==> src/rtl/dcc_pkg.sv <==
package dcc_pkg;

  typedef enum logic [2:0] {
    ST_IDLE   = 3'd0,
    ST_FETCH  = 3'd1,
    ST_PROC   = 3'd2,
    ST_CHECK  = 3'd3,
    ST_NOTIFY = 3'd4,
    ST_ERR    = 3'd5
  } dcc_state_t;

  // Descriptor pointer is acceptable for the selected notification mode.
  function automatic logic ptr_ok(input logic [1:0] low_bits, input logic wb_mode);
    return !(wb_mode && (low_bits != 2'b00));
  endfunction

  // Status word layout: bit0 pending valid, bit1 error.
  function automatic logic [31:0] pack_status(input logic pend, input logic err);
    return {30'd0, err, pend};
  endfunction

endpackage

==> src/rtl/dcc_hostregs.sv <==
module dcc_hostregs #(
  parameter int AW       = 3,
  parameter int DW       = 32,
  parameter int OFS_RSV  = 2,
  parameter int OFS_FR   = 3,
  parameter int OFS_STAT = 4,
  parameter int CLR_BIT  = 1
) (
  input  logic          clk,
  input  logic          rst_n,
  input  logic          reg_wr,
  input  logic [AW-1:0] reg_addr,
  input  logic [DW-1:0] reg_wdata,
  output logic [DW-1:0] reg_rdata,
  input  logic          pend_take,
  input  logic          err_flag,
  output logic          fr_wr,
  output logic          err_clr,
  output logic          pend_vld,
  output logic [DW-1:0] pend_addr
);
  import dcc_pkg::*;

  localparam logic [AW-1:0] A_RSV  = AW'(OFS_RSV);
  localparam logic [AW-1:0] A_FR   = AW'(OFS_FR);
  localparam logic [AW-1:0] A_STAT = AW'(OFS_STAT);

  logic [DW-1:0] fr_q;

  assign fr_wr   = reg_wr && (reg_addr == A_FR);
  assign err_clr = reg_wr && (reg_addr == A_STAT) && reg_wdata[CLR_BIT];

  always_ff @(posedge clk or negedge rst_n) begin
    if (!rst_n) begin
      fr_q <= '0;
    end else if (fr_wr) begin
      fr_q <= reg_wdata;
    end
  end

  // Single pending slot: a new write wins over a take in the same cycle.
  always_ff @(posedge clk or negedge rst_n) begin
    if (!rst_n) begin
      pend_vld  <= 1'b0;
      pend_addr <= '0;
    end else if (fr_wr) begin
      pend_vld  <= 1'b1;
      pend_addr <= reg_wdata;
    end else if (pend_take) begin
      pend_vld  <= 1'b0;
    end
  end

  always_comb begin
    reg_rdata = '0;
    if (reg_addr == A_FR) begin
      reg_rdata = fr_q;
    end else if (reg_addr == A_STAT) begin
      reg_rdata = DW'(pack_status(pend_vld, err_flag));
    end else if (reg_addr == A_RSV) begin
      reg_rdata = '0;
    end
  end

endmodule

==> src/rtl/dcc_chain_fsm.sv <==
module dcc_chain_fsm #(
  parameter int DW = 32
) (
  input  logic                clk,
  input  logic                rst_n,
  input  logic                notify_wb,
  input  logic                pend_vld,
  input  logic [DW-1:0]       pend_addr,
  input  logic                fetch_ack,
  input  logic                eng_done,
  input  logic                notify_fin,
  input  logic                err_clr,
  output dcc_pkg::dcc_state_t state,
  output logic                pend_take,
  output logic                chain_continue,
  output logic                align_err,
  output logic [DW-1:0]       cur_addr,
  output logic                fetch_req,
  output logic                eng_start
);
  import dcc_pkg::*;

  dcc_state_t nxt;
  logic       at_decision;
  logic       pend_ok;

  assign at_decision    = (state == ST_IDLE) || (state == ST_CHECK);
  assign pend_ok        = ptr_ok(pend_addr[1:0], notify_wb);
  assign pend_take      = at_decision && pend_vld;
  assign align_err      = pend_take && !pend_ok;
  assign chain_continue = (state == ST_CHECK) && pend_vld && pend_ok;
  assign fetch_req      = (state == ST_FETCH);

  always_comb begin
    nxt = state;
    unique case (state)
      ST_IDLE:   if (pend_vld) nxt = pend_ok ? ST_FETCH : ST_ERR;
      ST_FETCH:  if (fetch_ack) nxt = ST_PROC;
      ST_PROC:   if (eng_done) nxt = ST_CHECK;
      ST_CHECK:  begin
        if (pend_vld) nxt = pend_ok ? ST_FETCH : ST_ERR;
        else          nxt = ST_NOTIFY;
      end
      ST_NOTIFY: if (notify_fin) nxt = ST_IDLE;
      ST_ERR:    if (err_clr) nxt = ST_IDLE;
      default:   nxt = ST_IDLE;
    endcase
  end

  always_ff @(posedge clk or negedge rst_n) begin
    if (!rst_n) begin
      state     <= ST_IDLE;
      cur_addr  <= '0;
      eng_start <= 1'b0;
    end else begin
      state     <= nxt;
      eng_start <= (state == ST_FETCH) && fetch_ack;
      if (pend_take && pend_ok) begin
        cur_addr <= pend_addr;
      end
    end
  end

endmodule

==> src/rtl/dcc_notify.sv <==
module dcc_notify #(
  parameter int DW = 32
) (
  input  logic          notify_act,
  input  logic          notify_wb,
  input  logic [DW-1:0] cur_addr,
  input  logic          wb_ack,
  output logic          wb_req,
  output logic [DW-1:0] wb_addr,
  output logic          done_irq,
  output logic          notify_fin
);
  // NOTIFY lasts one cycle in interrupt mode, so done_irq is a single pulse.
  assign wb_req     = notify_act && notify_wb;
  assign wb_addr    = cur_addr;
  assign done_irq   = notify_act && !notify_wb;
  assign notify_fin = notify_act && (!notify_wb || wb_ack);
endmodule

==> src/rtl/desc_chain_ctrl.sv <==
module desc_chain_ctrl #(
  parameter int AW       = 3,
  parameter int DW       = 32,
  parameter int OFS_RSV  = 2,
  parameter int OFS_FR   = 3,
  parameter int OFS_STAT = 4
) (
  input  logic          clk,
  input  logic          rst_n,
  input  logic          reg_wr,
  input  logic [AW-1:0] reg_addr,
  input  logic [DW-1:0] reg_wdata,
  output logic [DW-1:0] reg_rdata,
  input  logic          notify_wb,
  output logic          fetch_req,
  output logic [DW-1:0] fetch_addr,
  input  logic          fetch_ack,
  output logic          eng_start,
  input  logic          eng_done,
  output logic          wb_req,
  output logic [DW-1:0] wb_addr,
  input  logic          wb_ack,
  output logic          done_irq,
  output logic          err_irq
);
  import dcc_pkg::*;

  dcc_state_t    state;
  logic          fr_wr;
  logic          err_clr;
  logic          pend_vld;
  logic [DW-1:0] pend_addr;
  logic          pend_take;
  logic          chain_continue;
  logic          align_err;
  logic [DW-1:0] cur_addr;
  logic          notify_act;
  logic          notify_fin;

  assign notify_act = (state == ST_NOTIFY);
  assign err_irq    = (state == ST_ERR);
  assign fetch_addr = cur_addr;

  dcc_hostregs #(
    .AW(AW), .DW(DW), .OFS_RSV(OFS_RSV), .OFS_FR(OFS_FR), .OFS_STAT(OFS_STAT), .CLR_BIT(1)
  ) u_regs (
    .clk(clk), .rst_n(rst_n),
    .reg_wr(reg_wr), .reg_addr(reg_addr), .reg_wdata(reg_wdata), .reg_rdata(reg_rdata),
    .pend_take(pend_take), .err_flag(err_irq),
    .fr_wr(fr_wr), .err_clr(err_clr), .pend_vld(pend_vld), .pend_addr(pend_addr)
  );

  dcc_chain_fsm #(.DW(DW)) u_fsm (
    .clk(clk), .rst_n(rst_n), .notify_wb(notify_wb),
    .pend_vld(pend_vld), .pend_addr(pend_addr),
    .fetch_ack(fetch_ack), .eng_done(eng_done), .notify_fin(notify_fin), .err_clr(err_clr),
    .state(state), .pend_take(pend_take), .chain_continue(chain_continue),
    .align_err(align_err), .cur_addr(cur_addr), .fetch_req(fetch_req), .eng_start(eng_start)
  );

  dcc_notify #(.DW(DW)) u_notify (
    .notify_act(notify_act), .notify_wb(notify_wb), .cur_addr(cur_addr), .wb_ack(wb_ack),
    .wb_req(wb_req), .wb_addr(wb_addr), .done_irq(done_irq), .notify_fin(notify_fin)
  );

endmodule

==> config.mk <==
export PLATFORM = sky130hd
export DESIGN_NAME = desc_chain_ctrl
export DESIGN_NICKNAME = d
export VERILOG_FILES = /design/src/rtl/dcc_pkg.sv /design/src/rtl/dcc_hostregs.sv /design/src/rtl/dcc_chain_fsm.sv /design/src/rtl/dcc_notify.sv /design/src/rtl/desc_chain_ctrl.sv
export SDC_FILE = /design/constraint.sdc
export NUM_CORES = 1
export LEC_CHECK = 0
export ABC_AREA = 1
export BUFFER_PORTS_ARGS = -buffer_cell sky130_fd_sc_hd__buf_2
export CAP_MARGIN = 30
export CELL_PAD_IN_SITES_DETAIL_PLACEMENT = 2
export CELL_PAD_IN_SITES_GLOBAL_PLACEMENT = 2
export CORE_MARGIN = 3
export CORE_UTILIZATION = 29
export DETAILED_ROUTE_END_ITERATION = 10
export PLACE_DENSITY_LB_ADDON = 0.1
export REMOVE_ABC_BUFFERS = 1
export SLEW_MARGIN = 20
export SYNTH_ARGS = -nofsm -noshare
export SYNTH_HDL_FRONTEND = slang
export SYNTH_SLANG_ARGS = --single-unit
==> constraint.sdc <==
create_clock -name clk -period 3.3 [get_ports clk]
set_input_delay 0.165 -clock clk [delete_from_list [all_inputs] [get_ports clk]]
set_output_delay 0.165 -clock clk [all_outputs]
set_load 0.01 [all_outputs]
Word level (Yosys, flattened, before mapping)
Index checks and enable logic that the tools add are counted.

Input port bits: 42. Output and inout bits: 101. Logic and storage cells: 47. Bits in registers: 69.

Muxes and demuxes: 12. Eq/ne operators: 12. Reductions and logical operators: 18.

Operator list (number): two-way mux 32 bit (1); two-way mux 3 bit (7); case mux 3 bit (6 select lines) (1); logical AND 1 bit (10); == test 3 x 2 -> 1 bit (second input constant) (3); == test 3 bit (second input constant) (3); inequality test 2 bit (second input constant) (4); AND reduction 5 bit (1); nonzero test 2 bit (2); == test 3 x 1 -> 1 bit (second input constant) (1); logical NOT 3 bit (1); logical NOT 1 bit (2); logical OR 1 bit (2); two-way mux 1 bit (2); two-way mux 2 bit (1); inequality test 2 x 1 -> 1 bit (second input constant) (1).

Depth between registers and ports, before layout
Word-level depth: 5. Depth in mapped cells: 8. Gate-level depth less buffers: 8.

Cells and area by module
From an unflattened synthesis, not the netlist that was laid out.

Cells, all modules: 454. Area total of the unflattened synthesis: 3693.5 um^2.

By module, submodules not included: dcc_chain_fsm (area each 1784.2 um^2, instances 1, sequential area each 900.9 um^2, cells each 191); dcc_hostregs (area each 1624.1 um^2, instances 1, sequential area each 825.8 um^2, cells each 219); dcc_notify (area each 266.5 um^2, instances 1, sequential area each 0.0 um^2, cells each 39); desc_chain_ctrl (area each 18.8 um^2, instances 1, sequential area each 0.0 um^2, cells each 5).

Worst setup path before layout
OpenSTA, ideal clock, no wires.

Path kind: flip-flop to flip-flop. Start point: reg u_fsm.state[0]. End point: reg u_fsm.cur_addr[0]. Period minus slack after synthesis: 1234 ps. Setup slack: 2066 ps. Stages on the path, launching flop included: 8. Library setup time: 118 ps. Data required time: 3182 ps. Buffers on the path: 1. Data arrival time: 1115 ps. Cells stage by stage: dfrtp_1 -> nor2_2 -> nand2_1 -> nand2_2 -> nand3_4 -> buf_6 -> nand2_1 -> o21ai_2.

Word-level cells in the longest chain between the ends: 4. Elaborated cells on any way between the ends: 5. Classes of those cells: 1 x eq/ne; 4 x reduce/logical.

Ends and longest elaborated chain: from (decl) (RTL line dcc_chain_fsm.sv:13) `output dcc_pkg::dcc_state_t state,`; from (signal assigned) (RTL line dcc_chain_fsm.sv:56) `state <= nxt;`; == test 3 x 2 -> 1 bit or logical NOT 3 bit (tied branches) (RTL line dcc_chain_fsm.sv:27) `assign at_decision = (state == ST_IDLE) || (state == ST_CHECK);`; logical OR 1 bit (*) (RTL line dcc_chain_fsm.sv:27); logical AND 1 bit (*) (RTL line dcc_chain_fsm.sv:29) `assign pend_take = at_decision && pend_vld;`; logical AND 1 bit (*) (RTL line dcc_chain_fsm.sv:58) `if (pend_take && pend_ok) begin`; to (signal assigned) (RTL line dcc_chain_fsm.sv:59) `cur_addr <= pend_addr;`; to (decl) (RTL line dcc_chain_fsm.sv:17) `output logic [DW-1:0] cur_addr,`.

Mark *: on every way between the ends. The rest lies on a longest branch, timed or not. A chain may end at the register's enable or synchronous reset.

Final worst setup path
Start point: reg u_fsm.state[2]. End point: reg u_fsm.cur_addr[27].

The elaborated chain is that of the path after synthesis.

==> results.md <==
Worst setup path:
- STA puts the critical path data required time at 3.50 ns.
- By startpoint and endpoint, the worst setup path is classified as flop to flop.
- The arrival time at the worst endpoint is ~1.9 ns.
- The peak fanout along the critical path is 44.
- The worst setup path is captured at a flop.
- The startpoint type of the worst setup path is a flop.

Timing:
- The final-report setup violation count is 0.
- Setup repair after global routing left no endpoint under its margin.
- The number of hold violations in the final report is 0.
- The worst path uses 52.1% of the clock period.
- After layout, the minimum clock period comes to 1.72 ns.
- For the pin with the worst max-slew slack, the measured transition is 0.820 ns.
- Across all hold checks on the routed design, the worst slack comes to around 0.088 ns.
- On the final layout, the worst clock skew is 0.00820 ns.
- In this run the tightest slew margin relative to its limit is 45.3%.
- The max-slew violation count is 0.
- In the final timing run, aggregate negative setup slack is 0 ns.
- For this run, the top clock speed supported by timing is 582 MHz.
- Setup slack closes at 1.58 ns.

Placed design:
- Before CTS, the worst setup slack after placement is 1.33 ns.
- During placement, the flow inserted port buffers numbering 142.
- Routability-driven placement finished with a final weighted congestion of approximately 0.74.
- The post-detailed-placement half-perimeter wirelength is 6480 µm.

Detailed routing:
- The final routed DRC violation total is 0.
- The first-pass detailed-route iteration total is 4.
- The post-detailed-route wirelength per cell is 14.5 µm.
- The first-iteration detailed-routing DRC count is 89.
- The number of vias in the routed layout is 2720.
- The average via count per standard cell is between 4 and 5.
- The count of nets left with antenna violations once routing finished came out at 0.
- The overall routed net length is 8980 µm.

Synthesis:
- The cell area that synthesis handed to floorplanning was 3270 µm².
- Synthesis produced 364 cells.
- The share of the yosys chip area belonging to registers is a little over half.
- Sorting the synthesized cells by area gives the leading types as sky130_fd_sc_hd__dfrtp_1, sky130_fd_sc_hd__o21ai_2, sky130_fd_sc_hd__nor2_1, sky130_fd_sc_hd__buf_4, sky130_fd_sc_hd__inv_1.
- For this run, the number of Yosys warnings is 0.
- The top cell type by total area after synthesis is sky130_fd_sc_hd__dfrtp_1.
- In this run the biggest area consumer among cell types represents a little over half of the synthesized area.
- The register bit count reported by yosys is 69.
- The mean instance size in the synthesized netlist is 8.99 µm².
- After synthesis, the netlist uses 19 different library cells.

Global routing:
- The via count of the first global-routing pass is 2960.
- The number of antenna violations at the first check in global routing is 0.
- Entering global routing, the biggest net connects 70 pins.
- Global routing used 14.7% of the available tracks across all layers.
- For this run the aggregate overflow at the end of global routing stands at 0.
- The first global-routing pass estimated 15000 µm of wire.

Pwr:
- The total leakage power is approximately 2.4 nW.
- The worst-case IR drop observed on VDD is 275 µV.
- Dividing total power by cell area gives a power density of 859 nW/µm².
- Total power for the finished layout comes to 3.59 mW.

Final layout:
- The number of antenna repair diodes is 0.
- The layout overhead on the synthesized area is 28.0%.
- In the final layout, the share of cells above drive strength 1 is 42.3%.
- In the final layout, the multi-input gates occupy 1030 µm².
- The library cells used most frequently in the layout, excluding fill and tap cells, are sky130_fd_sc_hd__buf_2, sky130_fd_sc_hd__nor2_1, sky130_fd_sc_hd__dfrtp_1, sky130_fd_sc_hd__inv_1, sky130_fd_sc_hd__nand2_1.
- Summing all flip-flop and latch instances after layout gives 1730 µm².
- The net count of the finished layout is 516.
- After filler insertion, the fill cell instance count of the layout stands at between 1000 and 1500.
- The commonest non-fill, non-tap cell in the layout is sky130_fd_sc_hd__buf_2.

Clocking:
- At the later pin of the worst-skew pair, clock insertion delay measures 0.32 ns.
- Clock tree synthesis inserted a total of 9 buffers.
- CTS placed an instance of sky130_fd_sc_hd__clkbuf_16 at the clock tree root.
- The largest buffer count on any clock path is 2.
- After clock tree synthesis, the clock-pin slew on the worst setup and hold paths is 0.05 ns.
- In this run the post-CTS setup repair buffer count came out at 0.
- The number of clock sinks is 69.
- Gates resized during post-CTS repair numbered 0.
- The clock tree from TritonCTS is yes.
- The H-tree level count is 3.
- The number of buffers inserted by hold repair at cts is 0.

Floorplan:
- The region available for standard cell placement spans approximately 11000 µm².
- The cell row count is 38.
- The height of the chip is 112 µm.
- The count of boundary I/O pins is about 140.
- The x dimension of the die is 112 µm.
- The starting utilization of the core area is 29.9%.
- The die covers between 10000 and 15000 µm².

Worst hold path:
- The worst min-delay path category is input pin to flop.

Run:
- The max-cap check violation count is 0.

Run status:
- The flow ran to the end, and the final reports show no timing, DRC or antenna violations.
-- worst paths after layout --
kind | to | depth (start not counted) | from | slack [ns]
min reg2reg | u_fsm.cur_addr[23] | 2 | u_fsm.cur_addr[23] | 0.50
min in group asynchronous | u_regs.fr_q[2] | 2 | rst_n | 0.29
max in group asynchronous | u_fsm.cur_addr[20] | 3 | rst_n | 2.45
max | u_fsm.cur_addr[27] | 7 | u_fsm.state[2] | 1.58
max reg2reg | u_fsm.cur_addr[27] | 7 | u_fsm.state[2] | 1.58
min | u_fsm.eng_start | 3 | fetch_ack | 0.09
-- synth_stat cells (all sizes together) --
cell,number
nand2,49
clkbuf,4
nand3,9
o21ai,37
dfrtp,69
a21oi,32
nor2,72
buf,44
o32ai,1
o22ai,1
inv,45
a211oi,1
-- cell type report --
cell class	instances	share of cell area, %
sequential	69	41.2
multi-input combinational	202	24.6
tap	140	4.18
clock buffer	14	6.31
timing repair buffer	147	18.9
inverter	45	4.03
clock inverter	1	0.717
-- per-layer routing --
layer  routed length (µm)  global-route usage (%)  part of all wire, %  vias up
li1                     -                       -                    -     1315
met1                 3820                    18.4                   43     1316
met2                 4540                    25.0                   51       83
met3                  536                    3.88                  6.0        6
met4                   82                    4.09                 0.91        0
met5                    0                       0                    0        -
-- kinds of logic after synthesis --
kind of cell    count (synthesis)  synth area share, %
simple gates                  130                 16.3
flops                          69                 52.8
buf+inv                        93                 15.9
compound gates                 72                 15.0
-- power by group --
part | switching, mW | leakage (nW) | internal [mW]
registers | 0.198 | 0.803 | 1.13
clock network | 0.326 | 0.143 | 0.623
logic | 0.776 | 1.44 | 0.538
total | 1.30 | 2.39 | 2.29
-- per-stage QoR --
stage / instances / area [µm²] / utilization, %
floorplan: 316 / 2920 / -
global placement: 600 / 3830 / 35.0
detailed placement: 601 / 3850 / 35.3
CTS: 616 / 4150 / 37.9
global route: 618 / 4190 / 38.3
finish: 618 / 4190 / 38.3
-- registers in the layout, summed over array words and instances, names as in the netlist --
register	cells
u_regs.pend_vld	1
u_fsm.cur_addr	32
u_fsm.eng_start	1
u_regs.fr_q	32
u_fsm.state	3
-- worst max-delay path, stage by stage, from the launching register on --
cell and delay [ns]:
sky130_fd_sc_hd__dfrtp_1 0.41, sky130_fd_sc_hd__inv_2 0.13, sky130_fd_sc_hd__nand3_1 0.12, sky130_fd_sc_hd__nand2_2 0.13, sky130_fd_sc_hd__nand3_4 0.29, sky130_fd_sc_hd__buf_16 0.32
sky130_fd_sc_hd__nand2_1 0.12, sky130_fd_sc_hd__o21ai_2 0.05
Note: power is estimated with default switching activity, not from simulation.
